$ cat config.mk
export PLATFORM = sky130hd
export DESIGN_NAME = spi_cmd_decoder
export DESIGN_NICKNAME = d
export VERILOG_FILES = /design/src/rtl/spi_cmd_pkg.sv /design/src/rtl/spi_pin_sync.sv /design/src/rtl/spi_rx_shifter.sv /design/src/rtl/spi_cmd_parser.sv /design/src/rtl/spi_tx_shifter.sv /design/src/rtl/spi_cmd_decoder.sv
export SDC_FILE = /design/constraint.sdc
export NUM_CORES = 1
export LEC_CHECK = 0
export CAP_MARGIN = 25
export CELL_PAD_IN_SITES_DETAIL_PLACEMENT = 0
export CELL_PAD_IN_SITES_GLOBAL_PLACEMENT = 2
export CORE_ASPECT_RATIO = 1.75
export CORE_UTILIZATION = 39
export CTS_CLUSTER_SIZE = 24
export DETAILED_ROUTE_END_ITERATION = 8
export PLACE_DENSITY = 0.89
export SLEW_MARGIN = 0
export SYNTH_ARGS = -nofsm -noshare
export SYNTH_HDL_FRONTEND = slang
export SYNTH_SLANG_ARGS = --single-unit
$ cat constraint.sdc
create_clock -name clk_i -period 4.05 [get_ports clk_i]
set_input_delay 0.6075 -clock clk_i [delete_from_list [all_inputs] [get_ports clk_i]]
set_output_delay 0.6075 -clock clk_i [all_outputs]
set_load 0.03 [all_outputs]
$ cat src/rtl/spi_cmd_pkg.sv
package spi_cmd_pkg;

  typedef enum logic [2:0] {
    CK_NOP,
    CK_SYNC,
    CK_INSTR,
    CK_WRITE,
    CK_READ
  } cmd_kind_e;

  localparam logic [7:0] FILL_HI = 8'hFF;
  localparam logic [7:0] FILL_LO = 8'hFE;

  function automatic cmd_kind_e classify(input logic [7:0] b);
    if (b == FILL_HI || b == FILL_LO) return CK_SYNC;
    if (b[7]) return CK_INSTR;
    if (b[0]) return CK_NOP;
    return b[6] ? CK_WRITE : CK_READ;
  endfunction

endpackage

$ cat src/rtl/spi_pin_sync.sv
module spi_pin_sync #(
  parameter int STAGES = 2
) (
  input  logic clk_i,
  input  logic rst_ni,
  input  logic cs_ni,
  input  logic sclk_i,
  input  logic sdi_i,
  output logic cs_act_o,
  output logic rise_o,
  output logic fall_o,
  output logic sdi_o
);

  logic [STAGES-1:0] sclk_q, cs_q, sdi_q;
  logic              sclk_d;

  always_ff @(posedge clk_i or negedge rst_ni) begin
    if (!rst_ni) begin
      sclk_q <= '0;
      cs_q   <= '1;
      sdi_q  <= '0;
      sclk_d <= 1'b0;
    end else begin
      sclk_q <= {sclk_q[STAGES-2:0], sclk_i};
      cs_q   <= {cs_q[STAGES-2:0], cs_ni};
      sdi_q  <= {sdi_q[STAGES-2:0], sdi_i};
      sclk_d <= sclk_q[STAGES-1];
    end
  end

  assign cs_act_o = ~cs_q[STAGES-1];
  assign rise_o   = cs_act_o &  sclk_q[STAGES-1] & ~sclk_d;
  assign fall_o   = cs_act_o & ~sclk_q[STAGES-1] &  sclk_d;
  assign sdi_o    = sdi_q[STAGES-1];

endmodule

$ cat src/rtl/spi_rx_shifter.sv
module spi_rx_shifter (
  input  logic       clk_i,
  input  logic       rst_ni,
  input  logic       cs_act_i,
  input  logic       rise_i,
  input  logic       sdi_i,
  output logic       byte_valid_o,
  output logic [7:0] byte_o
);

  logic [2:0] cnt_q;
  logic [6:0] sr_q;

  always_ff @(posedge clk_i or negedge rst_ni) begin
    if (!rst_ni) begin
      cnt_q        <= '0;
      sr_q         <= '0;
      byte_valid_o <= 1'b0;
      byte_o       <= '0;
    end else if (!cs_act_i) begin
      cnt_q        <= '0;
      sr_q         <= '0;
      byte_valid_o <= 1'b0;
    end else begin
      byte_valid_o <= 1'b0;
      if (rise_i) begin
        if (cnt_q == 3'd7) begin
          byte_o       <= {sr_q, sdi_i};
          byte_valid_o <= 1'b1;
          sr_q         <= '0;
          cnt_q        <= '0;
        end else begin
          sr_q  <= {sr_q[5:0], sdi_i};
          cnt_q <= cnt_q + 3'd1;
        end
      end
    end
  end

  a_r1_byte_on_rise: assert property (@(posedge clk_i) disable iff (!rst_ni)
    byte_valid_o |-> $past(rise_i));
  a_r9_byte_needs_cs: assert property (@(posedge clk_i) disable iff (!rst_ni)
    byte_valid_o |-> $past(cs_act_i));

endmodule

$ cat src/rtl/spi_cmd_parser.sv
module spi_cmd_parser
  import spi_cmd_pkg::*;
#(
  parameter int ADDR_W     = 5,
  parameter int DATA_BYTES = 3
) (
  input  logic                    clk_i,
  input  logic                    rst_ni,
  input  logic                    cs_act_i,
  input  logic                    byte_valid_i,
  input  logic [7:0]              byte_i,
  output logic                    instr_valid_o,
  output logic [7:0]              instr_op_o,
  output logic                    wr_valid_o,
  output logic [ADDR_W-1:0]       wr_addr_o,
  output logic [DATA_BYTES*8-1:0] wr_data_o,
  output logic                    rd_req_o,
  output logic [ADDR_W-1:0]       rd_addr_o
);

  localparam int DATA_W = DATA_BYTES * 8;
  localparam int BCNT_W = $clog2(DATA_BYTES + 1);
  localparam logic [BCNT_W-1:0] LAST_BYTE = BCNT_W'(DATA_BYTES - 1);

  typedef enum logic {ST_CMD, ST_DATA} state_e;

  state_e            state_q;
  logic [BCNT_W-1:0] bcnt_q;
  logic [DATA_W-1:0] acc_q;
  logic [DATA_W-1:0] acc_next;

  assign acc_next = {acc_q[DATA_W-9:0], byte_i};

  always_ff @(posedge clk_i or negedge rst_ni) begin
    if (!rst_ni) begin
      state_q       <= ST_CMD;
      bcnt_q        <= '0;
      acc_q         <= '0;
      instr_valid_o <= 1'b0;
      instr_op_o    <= '0;
      wr_valid_o    <= 1'b0;
      wr_addr_o     <= '0;
      wr_data_o     <= '0;
      rd_req_o      <= 1'b0;
      rd_addr_o     <= '0;
    end else begin
      instr_valid_o <= 1'b0;
      wr_valid_o    <= 1'b0;
      rd_req_o      <= 1'b0;
      if (!cs_act_i) begin
        state_q <= ST_CMD;
        bcnt_q  <= '0;
      end else if (byte_valid_i) begin
        case (state_q)
          ST_CMD: begin
            case (classify(byte_i))
              CK_INSTR: begin
                instr_valid_o <= 1'b1;
                instr_op_o    <= byte_i;
              end
              CK_WRITE: begin
                wr_addr_o <= byte_i[ADDR_W:1];
                bcnt_q    <= '0;
                state_q   <= ST_DATA;
              end
              CK_READ: begin
                rd_req_o  <= 1'b1;
                rd_addr_o <= byte_i[ADDR_W:1];
              end
              default: ;
            endcase
          end
          ST_DATA: begin
            acc_q <= acc_next;
            if (bcnt_q == LAST_BYTE) begin
              wr_valid_o <= 1'b1;
              wr_data_o  <= acc_next;
              bcnt_q     <= '0;
              state_q    <= ST_CMD;
            end else begin
              bcnt_q <= bcnt_q + 1'b1;
            end
          end
          default: state_q <= ST_CMD;
        endcase
      end
    end
  end

  a_r3_write_from_data: assert property (@(posedge clk_i) disable iff (!rst_ni)
    wr_valid_o |-> ($past(state_q) == ST_DATA && $past(byte_valid_i)));
  a_r4_read_single_pulse: assert property (@(posedge clk_i) disable iff (!rst_ni)
    rd_req_o |=> !rd_req_o);
  a_r2_instr_from_cmd: assert property (@(posedge clk_i) disable iff (!rst_ni)
    instr_valid_o |-> ($past(state_q) == ST_CMD && instr_op_o[7]));
  a_r12_one_strobe: assert property (@(posedge clk_i) disable iff (!rst_ni)
    $onehot0({instr_valid_o, wr_valid_o, rd_req_o}));

endmodule

$ cat src/rtl/spi_tx_shifter.sv
module spi_tx_shifter #(
  parameter int DATA_W = 24
) (
  input  logic              clk_i,
  input  logic              rst_ni,
  input  logic              cs_act_i,
  input  logic              fall_i,
  input  logic              rd_req_i,
  input  logic [DATA_W-1:0] rd_data_i,
  output logic              sdo_o
);

  localparam int LEFT_W = $clog2(DATA_W + 1);

  logic              load_q;
  logic [DATA_W-1:0] sr_q;
  logic [LEFT_W-1:0] left_q;

  always_ff @(posedge clk_i or negedge rst_ni) begin
    if (!rst_ni) begin
      load_q <= 1'b0;
      sr_q   <= '0;
      left_q <= '0;
      sdo_o  <= 1'b0;
    end else if (!cs_act_i) begin
      load_q <= 1'b0;
      sr_q   <= '0;
      left_q <= '0;
      sdo_o  <= 1'b0;
    end else begin
      load_q <= rd_req_i;
      if (load_q) begin
        // new read replaces any read in progress
        sr_q   <= rd_data_i;
        left_q <= LEFT_W'(DATA_W);
      end else if (fall_i) begin
        if (left_q != '0) begin
          sdo_o  <= sr_q[DATA_W-1];
          sr_q   <= {sr_q[DATA_W-2:0], 1'b0};
          left_q <= left_q - 1'b1;
        end else begin
          sdo_o <= 1'b0;
        end
      end
    end
  end

  a_r6_sdo_on_fall: assert property (@(posedge clk_i) disable iff (!rst_ni)
    !$stable(sdo_o) |-> ($past(fall_i) || !$past(cs_act_i)));
  a_r5_load_clear_of_fall: assert property (@(posedge clk_i) disable iff (!rst_ni)
    load_q |-> !fall_i);

endmodule

$ cat src/rtl/spi_cmd_decoder.sv
module spi_cmd_decoder #(
  parameter int ADDR_W      = 5,
  parameter int DATA_BYTES  = 3,
  parameter int SYNC_STAGES = 2
) (
  input  logic                    clk_i,
  input  logic                    rst_ni,
  input  logic                    cs_ni,
  input  logic                    sclk_i,
  input  logic                    sdi_i,
  output logic                    sdo_o,
  output logic                    instr_valid_o,
  output logic [7:0]              instr_op_o,
  output logic                    wr_valid_o,
  output logic [ADDR_W-1:0]       wr_addr_o,
  output logic [DATA_BYTES*8-1:0] wr_data_o,
  output logic                    rd_req_o,
  output logic [ADDR_W-1:0]       rd_addr_o,
  input  logic [DATA_BYTES*8-1:0] rd_data_i
);

  localparam int DATA_W = DATA_BYTES * 8;

  logic       cs_act, rise, fall, sdi_s;
  logic       byte_valid;
  logic [7:0] rx_byte;

  spi_pin_sync #(.STAGES(SYNC_STAGES)) i_sync (
    .clk_i   (clk_i),
    .rst_ni  (rst_ni),
    .cs_ni   (cs_ni),
    .sclk_i  (sclk_i),
    .sdi_i   (sdi_i),
    .cs_act_o(cs_act),
    .rise_o  (rise),
    .fall_o  (fall),
    .sdi_o   (sdi_s)
  );

  spi_rx_shifter i_rx (
    .clk_i       (clk_i),
    .rst_ni      (rst_ni),
    .cs_act_i    (cs_act),
    .rise_i      (rise),
    .sdi_i       (sdi_s),
    .byte_valid_o(byte_valid),
    .byte_o      (rx_byte)
  );

  spi_cmd_parser #(.ADDR_W(ADDR_W), .DATA_BYTES(DATA_BYTES)) i_parser (
    .clk_i        (clk_i),
    .rst_ni       (rst_ni),
    .cs_act_i     (cs_act),
    .byte_valid_i (byte_valid),
    .byte_i       (rx_byte),
    .instr_valid_o(instr_valid_o),
    .instr_op_o   (instr_op_o),
    .wr_valid_o   (wr_valid_o),
    .wr_addr_o    (wr_addr_o),
    .wr_data_o    (wr_data_o),
    .rd_req_o     (rd_req_o),
    .rd_addr_o    (rd_addr_o)
  );

  spi_tx_shifter #(.DATA_W(DATA_W)) i_tx (
    .clk_i    (clk_i),
    .rst_ni   (rst_ni),
    .cs_act_i (cs_act),
    .fall_i   (fall),
    .rd_req_i (rd_req_o),
    .rd_data_i(rd_data_i),
    .sdo_o    (sdo_o)
  );

endmodule

==> flow_summary.yaml, run 1 <==
status:
  outcome: "complete, no violations"
logic_synthesis:
  synthAdderAreaFrac: 0.00747
  synth-seq-cells: 121
  yosysSeqAreaShare: 0.603
  synthMuxAreaShare: 0.146
  synth_simple_gate_area_frac: 0.107
  synth_ff_type: "dfrtp_1"
  synth_area_per_cell_sq_um: 12.6
  synth_edf_count: 0
  synth-compound-area-share: 0.0969
  async_flop_share: 1.00
  synth_top_family_by_area: "multiplexers"
  synth_xor_area_frac: 0
  synth.distinct_cells: 39
  syn_nets: 431
  synthesis.area_sq_um: 5020
  yosysWarnings: 0
  synthCells: 399
timing:
  slew_headroom: 0.369
  fin_skew_ps: 8.15
  fmax_ghz: 0.427
  setup_tns_ps: 0
  fin_ws_ps: 1710
  worstMarginPinSlew_ps: 947
  finalSetupViolations: 0
  fin_crit_ps: 2340
  period_share: 0.579
  hold_viol_final: 0
  slew_viol_final: 0
  rsz0062_at_grt: "false"
route:
  drc: 0
  ant_nets: 0
  wire_per_inst_um: 15.3
  vias_per_cell: 5.22
  firstDrtPassIters: 4
  totalWireLength_um: 9890
  initialDrtViolationCount: 107
  via_count: 3385
pwr:
  power_per_cell_area_nw_per_um2: 459
  p_total_uw: 3000
  p_int_uw: 2400
  ir_drop_mv: 0.300
  power_frac_clock: 0.568
  combinationalPowerShare: 0.023
  p_leak_uw: 0.00291
  p_sw_frac: 0.199
  pwr-share-seq: 0.409
  power_switching_uw: 595
setup_path:
  crit_slowest_cell: "dfstp_2"
  reg2regPathDepth: 2
  cp-start-kind: "flop"
  path_delay_family: "flip-flops"
  slowest_delay_ps: 1140
  cp-endpoint: "i_parser.acc_q[6]$_DFFE_PN0P_"
  cp_num_buf_inv: 0
  timing.critical_path.arrival_ps: 2630
  cp_num_cells: 2
  crit_fanout: 49
  r2r_end: "i_parser.acc_q[6]$_DFFE_PN0P_"
  path_cells: "or2_1 -> mux2_2"
  cp-startpoint: "i_sync.cs_q[1]$_DFF_PN1_"
  cp.required_ps: 4330
  critical_path.endpoint_type: "flop"
  reg2reg_slack_ps: 1710
  critPathKind: "flop to flop"
  r2r_start: "i_sync.cs_q[1]$_DFF_PN1_"
floorplan:
  rows: 54
  io_pins: 75
  initial_core_util: 0.402
  core_area_sq_um: 12500
  die_w_um: 87.8
  dieHeight_um: 152
  dieArea_sq_um: 13400
cells_and_area:
  area.growth.synth_to_final_pct: 30.0
  num-fill-cells: 1085
  multi_input_area_sq_um: 1790
  final_cells: 648
  seqCellArea_sq_um: 3030
  layout.nets: 500
  n_antenna_cell: 0
  drive_gt1_frac: 0.227
cts:
  h-tree-depth: 4
  clockBufferDepth: 2
  cts_setup_buffers: 0
  clock_sinks: 121
  numCtsBuffers: 17
  clk_latency_ps: 410
  cts_hold_buf: 0
  cts_resized: 0
  cts_tree: "done"
  clkTransAtPathRegs_ps: 60
  cts-root-buf: "clkbuf_16"
grt:
  grt_use_total: 0.164
  grt_max_degree: 111
  overflow: 0
  grt_use_met1: 0.207
  antenna_found_initial: 0
  use_met3: 0.0412
  met2_usage: 0.269
  grt_pass1_wl_um: 17100
  gr-max-usage-layer: "met2"
  grt_pass1_vias: 3445
placed_design:
  place.gp.congestion: 0.716
  placedCellCount: 617
  dp_slack_ps: 1680
  port-buffer-count: 74
  post-dp-hpwl_um: 6270
min_path:
  hold_class: "primary input to asynchronous set/reset pin"
run:
  cap_violations: 0
-- stage by stage --
step,utilization,hold WS (ps),instance area [sq um]
6_report,0.523,32.4,6530
5_1_grt,0.523,27.5,6530
4_1_cts,0.523,22.8,6530
3_5_place_dp,0.469,335,5860
3_3_place_gp,0.467,338,5840
2_1_floorplan,-,312,5020
-- flip-flops by register name (all words and copies together) (netlist names), 2 cells and up --
signal and count:
i_sync.sclk_q 2, i_sync.sdi_q 2, i_rx.cnt_q 3, i_parser.rd_addr_o 5, i_parser.wr_data_o 24, i_rx.byte_o 8
i_parser.acc_q 16, i_tx.sr_q 24, i_parser.bcnt_q 2, i_parser.wr_addr_o 5, i_parser.instr_op_o 8, i_sync.cs_q 2
i_rx.sr_q 7, i_tx.left_q 5
-- cell type report --
type                       count  area share
clock buffer                  17      0.0651
clock inverter                14      0.0373
inverter                       5     0.00287
multi-input combinational    242       0.274
sequential                   121       0.464
tap                          168      0.0322
timing repair buffer          81       0.124
-- Yosys cell counts, drive strengths merged, types with 4 or more instances --
master,number,share of area
dfrtp,119,0.59
mux2,65,0.15
o21ai,28,0.028
nor2,25,0.019
nand3,24,0.024
a311oi,22,0.038
buf,18,0.026
nand2,17,0.013
a21oi,14,0.014
clkbuf,13,0.010
nand3b,9,0.013
inv,5,0.0037
nand2b,5,0.0062
nor3b,4,0.0082
-- kinds of logic after synthesis --
group / Yosys count
buffers and inverters: 36
AND/OR/NAND/NOR: 100
multiplexers: 65
adder cells (fa/ha/maj): 3
flip-flops: 121
AO/OA/AOI/OAI: 74
-- per-layer routing --
| layer | up-vias | part of all wire | routed length (um) |
|---|---|---|---|
| met5 | - | 0 | 0 |
| met3 | 10 | 0.038 | 376 |
| met2 | 89 | 0.52 | 5090 |
| met4 | 0 | 0.011 | 107 |
| met1 | 1706 | 0.44 | 4310 |
| li1 | 1580 | - | - |
-- layout by cell type (no fill, tap or decap), drive strengths merged, types with 2 or more instances in the layout --
cell type	netlist	routed
a211oi	3	3
a21oi	14	14
a311oi	22	22
buf	18	8
bufinv	0	6
clkbuf	13	17
clkdlybuf4s50	0	73
clkinv	0	3
clkinvlp	0	2
dfrtp	119	119
dfstp	2	2
ha	3	3
inv	5	8
mux2	65	65
nand2	17	17
nand2b	5	5
nand3	24	24
nand3b	9	9
nand4	2	2
nor2	25	25
nor2b	3	3
nor3b	4	4
o211ai	2	2
o21ai	28	28
or3	3	3
or4	3	3
-- worst min path at each step --
stage	end	slack, ps
2_1_floorplan	i_parser.acc_q[0]$_DFFE_PN0P_	310
3_3_place_gp	i_sync.sclk_q[1]$_DFF_PN0_	340
3_5_place_dp	i_sync.sclk_q[1]$_DFF_PN0_	330
4_1_cts	i_parser.wr_data_o[5]$_DFFE_PN0P_	20
5_1_grt	i_parser.wr_data_o[8]$_DFFE_PN0P_	30
6_report	i_parser.wr_data_o[8]$_DFFE_PN0P_	30
-- power by group through the flow --
| stage | combinational (uW) | clock [uW] | sequential (uW) |
|---|---|---|---|
| after floorplan | 20.1 | 0 | 1240 |
| after global placement | 70.9 | 0 | 1250 |
| after detailed placement | 71.7 | 0 | 1250 |
| after CTS | 71.5 | 1740 | 1230 |
| after global routing | 78.4 | 1790 | 1230 |
| final | 69.1 | 1700 | 1230 |
No activity file was read; power rests on OpenSTA's default activity.
==> inputs of run 2 (changes only) <==
CORE_UTILIZATION = 36   (was 39)
PLACE_DENSITY = 0.83   (was 0.89)
clock period = 2.4 ns   (was 4.05 ns; I/O delays follow)
==> run 2 against run 1 <==
Compared with the run above: clock-buffer cell count increased by 1; global-route usage decreased by 0.50 points; critical endpoint is now rd_req_o; critical path type is now flop to primary output; cell area increased by 0.56%; routed wire length increased by 4.8%; via count increased by 2.1%.
==> flow_summary.yaml, run 2 (same netlist as run 1, synthesis figures left out) <==
cts:
  numCtsBuffers: 17
  clk_latency_ps: 410
  cts-root-buf: "clkbuf_16"
  clkTransAtPathRegs_ps: 50
  clockBufferDepth: 2
  h-tree-depth: 4
  clock_sinks: 121
  cts_tree: "done"
  cts_setup_buffers: 0
pwr:
  p_leak_uw: 0.00293
  power_per_cell_area_nw_per_um2: 738
  ir_drop_mv: 0.451
  p_total_uw: 4850
floorplan:
  initial_core_util: 0.371
  core_area_sq_um: 13500
  io_pins: 75
  die_w_um: 91.3
  dieHeight_um: 158
  dieArea_sq_um: 14400
  rows: 56
route:
  initialDrtViolationCount: 109
  via_count: 3457
  drc: 0
  wire_per_inst_um: 15.6
  vias_per_cell: 5.20
  ant_nets: 0
  firstDrtPassIters: 4
  totalWireLength_um: 10400
setup_path:
  r2r_start: "i_tx.left_q[0]$_DFFE_PN0P_"
  crit_fanout: 2
  cp-start-kind: "flop"
  critPathKind: "flop to primary output"
  critical_path.endpoint_type: "primary output"
  cp_num_buf_inv: 1
  cp.required_ps: 2040
  timing.critical_path.arrival_ps: 1460
  crit_slowest_cell: "clkdlybuf4s50_1"
  reg2reg_slack_ps: 600
  reg2regPathDepth: 6
  slowest_delay_ps: 680
  path_delay_family: "buffers and inverters"
  path_cells: "clkdlybuf4s50_1"
  r2r_end: "i_tx.sr_q[22]$_DFFE_PN0P_"
grt:
  grt_pass1_wl_um: 17900
  grt_use_total: 0.159
  grt_max_degree: 51
  overflow: 0
  antenna_found_initial: 0
  grt_pass1_vias: 3572
placed_design:
  post-dp-hpwl_um: 7130
  port-buffer-count: 74
  dp_slack_ps: 592
  place.gp.congestion: 0.726
min_path:
  min_to: "i_sync.sdi_q[1]$_DFF_PN0_"
  whs_path_depth: 0
  hp-start: "i_sync.sdi_q[0]$_DFF_PN0_"
  hold_class: "flop to flop"
timing:
  fin_hold_ws_ps: 348
  period_share: 0.757
  finalSetupViolations: 0
  fin_crit_ps: 1820
  fin_skew_ps: 7.63
  fmax_ghz: 0.550
  setup_tns_ps: 0
  hold_viol_final: 0
  worstMarginPinSlew_ps: 649
  rsz0062_at_grt: "false"
  fin_ws_ps: 583
  slew_headroom: 0.567
  slew_viol_final: 0
cells_and_area:
  final_cell_mix: "dfrtp_1, clkdlybuf4s50_1, mux2_2"
  final_common_cell: "dfrtp_1"
  area.growth.synth_to_final_pct: 30.8
  n_antenna_cell: 0
  layout.nets: 510
  reg_top3: "i_parser.wr_data_o (24), i_tx.sr_q (24), i_parser.acc_q (16)"
  num-fill-cells: 1228
  drive_gt1_frac: 0.240
status:
  outcome: "complete, no violations"
run:
  cap_violations: 0
==> run 2: changes by cell type in the layout (fill, tap and decap cells not counted), sizes merged <==
cell,previous run,this run
buf,8,17
clkinvlp,2,1
inv,8,6
clkinv,3,8
clkbuf,17,18
dlygate4sd3,0,1
bufinv,6,4
==> run 2: power breakdown <==
| part | total (uW) | internal, uW | leakage (uW) | switching (uW) |
|---|---|---|---|---|
| clock | 2650 | 1740 | 0.000304 | 909 |
| combinational | 138 | 57.9 | 0.000958 | 80.6 |
| sequential | 2060 | 2050 | 0.00167 | 5.55 |
==> run 2: area by class of cell <==
| cell class | instances | area [sq um] | share of cell area |
|---|---|---|---|
| clock buffer | 18 | 429 | 0.0653 |
| clock inverter | 14 | 199 | 0.0303 |
| inverter | 5 | 18.8 | 0.00286 |
| multi-input combinational | 242 | 1790 | 0.273 |
| sequential | 121 | 3030 | 0.461 |
| tap | 174 | 218 | 0.0331 |
| timing repair buffer | 91 | 881 | 0.134 |
==> run 2: how the worst max path moves through the flow <==
| stage | from | depth (start not counted) | end | slack (ps) |
|---|---|---|---|---|
| final | i_parser.rd_req_o$_DFF_PN0_ | 1 | rd_req_o | 580 |
| after global routing | i_tx.left_q[0]$_DFFE_PN0P_ | 6 | i_tx.sr_q[22]$_DFFE_PN0P_ | 400 |
| after CTS | i_parser.rd_req_o$_DFF_PN0_ | 1 | rd_req_o | 570 |
| after detailed placement | i_tx.left_q[0]$_DFFE_PN0P_ | 6 | i_tx.sr_q[22]$_DFFE_PN0P_ | 590 |
| after global placement | i_tx.left_q[0]$_DFFE_PN0P_ | 6 | i_tx.sr_q[22]$_DFFE_PN0P_ | 700 |
| after floorplan | i_tx.left_q[0]$_DFFE_PN0P_ | 7 | i_tx.sr_q[16]$_DFFE_PN0P_ | 810 |
==> run 2: repair_timing <==
item                                    4_1_cts  5_1_grt
resized for setup                             0        0
endpoints found under the setup margin        0        0
endpoints found under the hold margin        45        0
hold buffers                                  1        0
==> run 2: per-layer routing <==
metal,up-vias,track usage,part of all wire
met5,-,0,0
met4,0,0.0650,0.016
met3,16,0.0377,0.035
met2,88,0.285,0.55
met1,1743,0.181,0.40
li1,1610,-,-
==> run 2: metrics by stage <==
stage | util | instance area, sq um | instances
floorplan | - | 5020 | 399
global placement | 0.439 | 5930 | 632
detailed placement | 0.439 | 5930 | 632
CTS | 0.486 | 6570 | 665
global route | 0.486 | 6570 | 665
finish | 0.486 | 6570 | 665
==> inputs of run 3 (changes only) <==
clock period = 1.7 ns   (was 2.4 ns; I/O delays follow)
==> run 3 against run 2 <==
Compared with the run above: die area stayed put; critical path depth stayed put; final cell count is 2.4% higher; non-clock buffer count is 17 higher; register-to-register slack worse by 540 ps; largest power group unchanged; sequential share of layout area is 1.3 points lower; critical endpoint is now instr_valid_o; combinational power is 44% higher; sequential cell count stayed put; cell area is 2.8% higher.
==> flow_summary.yaml, run 3 (same netlist as run 1, synthesis figures left out) <==
status:
  outcome: "complete, no violations"
grt:
  grt_pass1_wl_um: 18100
  grt_max_degree: 92
  overflow: 0
  antenna_found_initial: 0
  grt_use_total: 0.162
  grt_pass1_vias: 3565
cts:
  clk_latency_ps: 410
  cts-root-buf: "clkbuf_16"
  clock_sinks: 121
  numCtsBuffers: 17
  clockBufferDepth: 2
  cts_tree: "done"
  clkTransAtPathRegs_ps: 60
  h-tree-depth: 4
placed_design:
  place.gp.congestion: 0.788
  post-dp-hpwl_um: 7190
  port-buffer-count: 74
  dp_slack_ps: -16.4
  post_dp_cell_area_sq_um: 6080
timing:
  setup_tns_ps: 0
  fin_ws_ps: 45.1
  slew_headroom: 0.652
  worstMarginPinSlew_ps: 522
  hold_viol_final: 0
  slew_viol_final: 0
  fmax_ghz: 0.604
  period_share: 0.973
  rsz0062_at_grt: "true"
  finalSetupViolations: 0
  fin_crit_ps: 1650
  fin_skew_ps: 6.43
setup_path:
  crit_fanout: 1
  cp-start-kind: "flop"
  slowest_delay_ps: 660
  cp.required_ps: 1440
  cp_num_cells: 1
  crit_slowest_cell: "clkdlybuf4s50_1"
  critPathKind: "flop to primary output"
  critical_path.endpoint_type: "primary output"
  path_delay_family: "buffers and inverters"
  cp_num_buf_inv: 1
  timing.critical_path.arrival_ps: 1400
  path_cells: "clkdlybuf4s50_1"
  reg2regPathDepth: 6
pwr:
  power_switching_uw: 1420
  power_per_cell_area_nw_per_um2: 970
  combinationalPowerShare: 0.030
  pwr-share-seq: 0.443
  p_total_uw: 6550
  p_int_uw: 5140
  ir_drop_mv: 0.590
  p_leak_uw: 0.00354
  p_sw_frac: 0.216
  power_frac_clock: 0.526
floorplan:
  dieArea_sq_um: 14400
  dieHeight_um: 158
  die_w_um: 91.3
  core_area_sq_um: 13500
  initial_core_util: 0.371
  io_pins: 75
  rows: 56
route:
  totalWireLength_um: 10700
  via_count: 3499
  firstDrtPassIters: 4
  wire_per_inst_um: 15.7
  vias_per_cell: 5.14
  met2_length_um: 5670
  initialDrtViolationCount: 113
  wl_met1_um: 4470
  drc: 0
  met3_length_um: 360
  top_layer_used: "met4"
  ant_nets: 0
min_path:
  hold_class: "primary input to flop"
  whs_path_depth: 1
cells_and_area:
  num-fill-cells: 1225
  drive_gt1_frac: 0.274
  multi_input_area_sq_um: 1820
  layout.nets: 527
  seqCellArea_sq_um: 3030
  area.growth.synth_to_final_pct: 34.5
  n_antenna_cell: 0
  final_cell_mix: "dfrtp_1, mux2_2, clkdlybuf4s50_1"
  final_common_cell: "dfrtp_1"
  fin_area_sq_um: 6760
  reg_top3: "i_parser.wr_data_o (24), i_tx.sr_q (24), i_parser.acc_q (16)"
  fin_util: 0.500
run:
  cap_violations: 0
-- run 3: cell count changes in the layout (fill, tap and decap cells not counted), moves of 5 or more --
cell,previous run,this run
o21ai_0,27,22
clkdlybuf4s50_1,73,29
buf_4,16,24
o21ai_1,1,6
dlymetal6s2s_1,0,21
dlygate4sd2_1,0,23
-- run 3: final timing paths --
kind / from / endpoint / slack, ps
worst max-delay path: i_parser.instr_valid_o$_DFF_PN0_ / instr_valid_o / 50
worst min-delay path: cs_ni / i_sync.cs_q[0]$_DFF_PN1_ / 260
worst max register to register: i_tx.left_q[0]$_DFFE_PN0P_ / i_tx.sr_q[23]$_DFFE_PN0P_ / 60
worst min register to register: i_sync.sdi_q[0]$_DFF_PN0_ / i_sync.sdi_q[1]$_DFF_PN0_ / 350
max in group asynchronous: rst_ni / i_sync.cs_q[1]$_DFF_PN1_ / 850
min in group asynchronous: rst_ni / i_rx.byte_o[1]$_DFFE_PN0P_ / 420
-- run 3: routing by layer --
layer | track usage | up-vias
li1 | - | 1646
met1 | 0.190 | 1749
met4 | 0.0627 | 0
met3 | 0.0420 | 15
met5 | 0 | -
met2 | 0.283 | 89
-- run 3: final cells by class --
type                    instances  share of cell area
flip-flops and latches        121               0.449
inverters                       5             0.00278
repair buffers                108               0.162
clock inverters                14              0.0226
multi-input cells             242               0.269
clock buffers                  17              0.0630
well taps                     174              0.0322
-- run 3: what timing repair did --
item | CTS | global route
hold endpoints to repair | 119 | 0
buffers inserted | 0 | 3
resized for setup | 25 | 34
setup endpoints to repair | 26 | 53
cloned | 0 | 1
pin swaps | 0 | 10
hold buffers | 1 | 0
-- run 3: power by group through the flow --
| stage | clock (uW) | combinational (uW) | sequential (uW) |
|---|---|---|---|
| 6_report | 3450 | 199 | 2910 |
| 5_1_grt | 3680 | 223 | 2910 |
| 4_1_cts | 3540 | 206 | 2910 |
| 3_5_place_dp | 0 | 203 | 2960 |
| 3_3_place_gp | 0 | 199 | 2960 |
| 2_1_floorplan | 0 | 47.9 | 2950 |
-- run 3: stage by stage --
step                      hold WS (ps)  cells
after floorplan                  -40.6    399
after global placement             319    645
after detailed placement           322    645
after CTS                          244    677
after global routing               251    681
final                              259    681
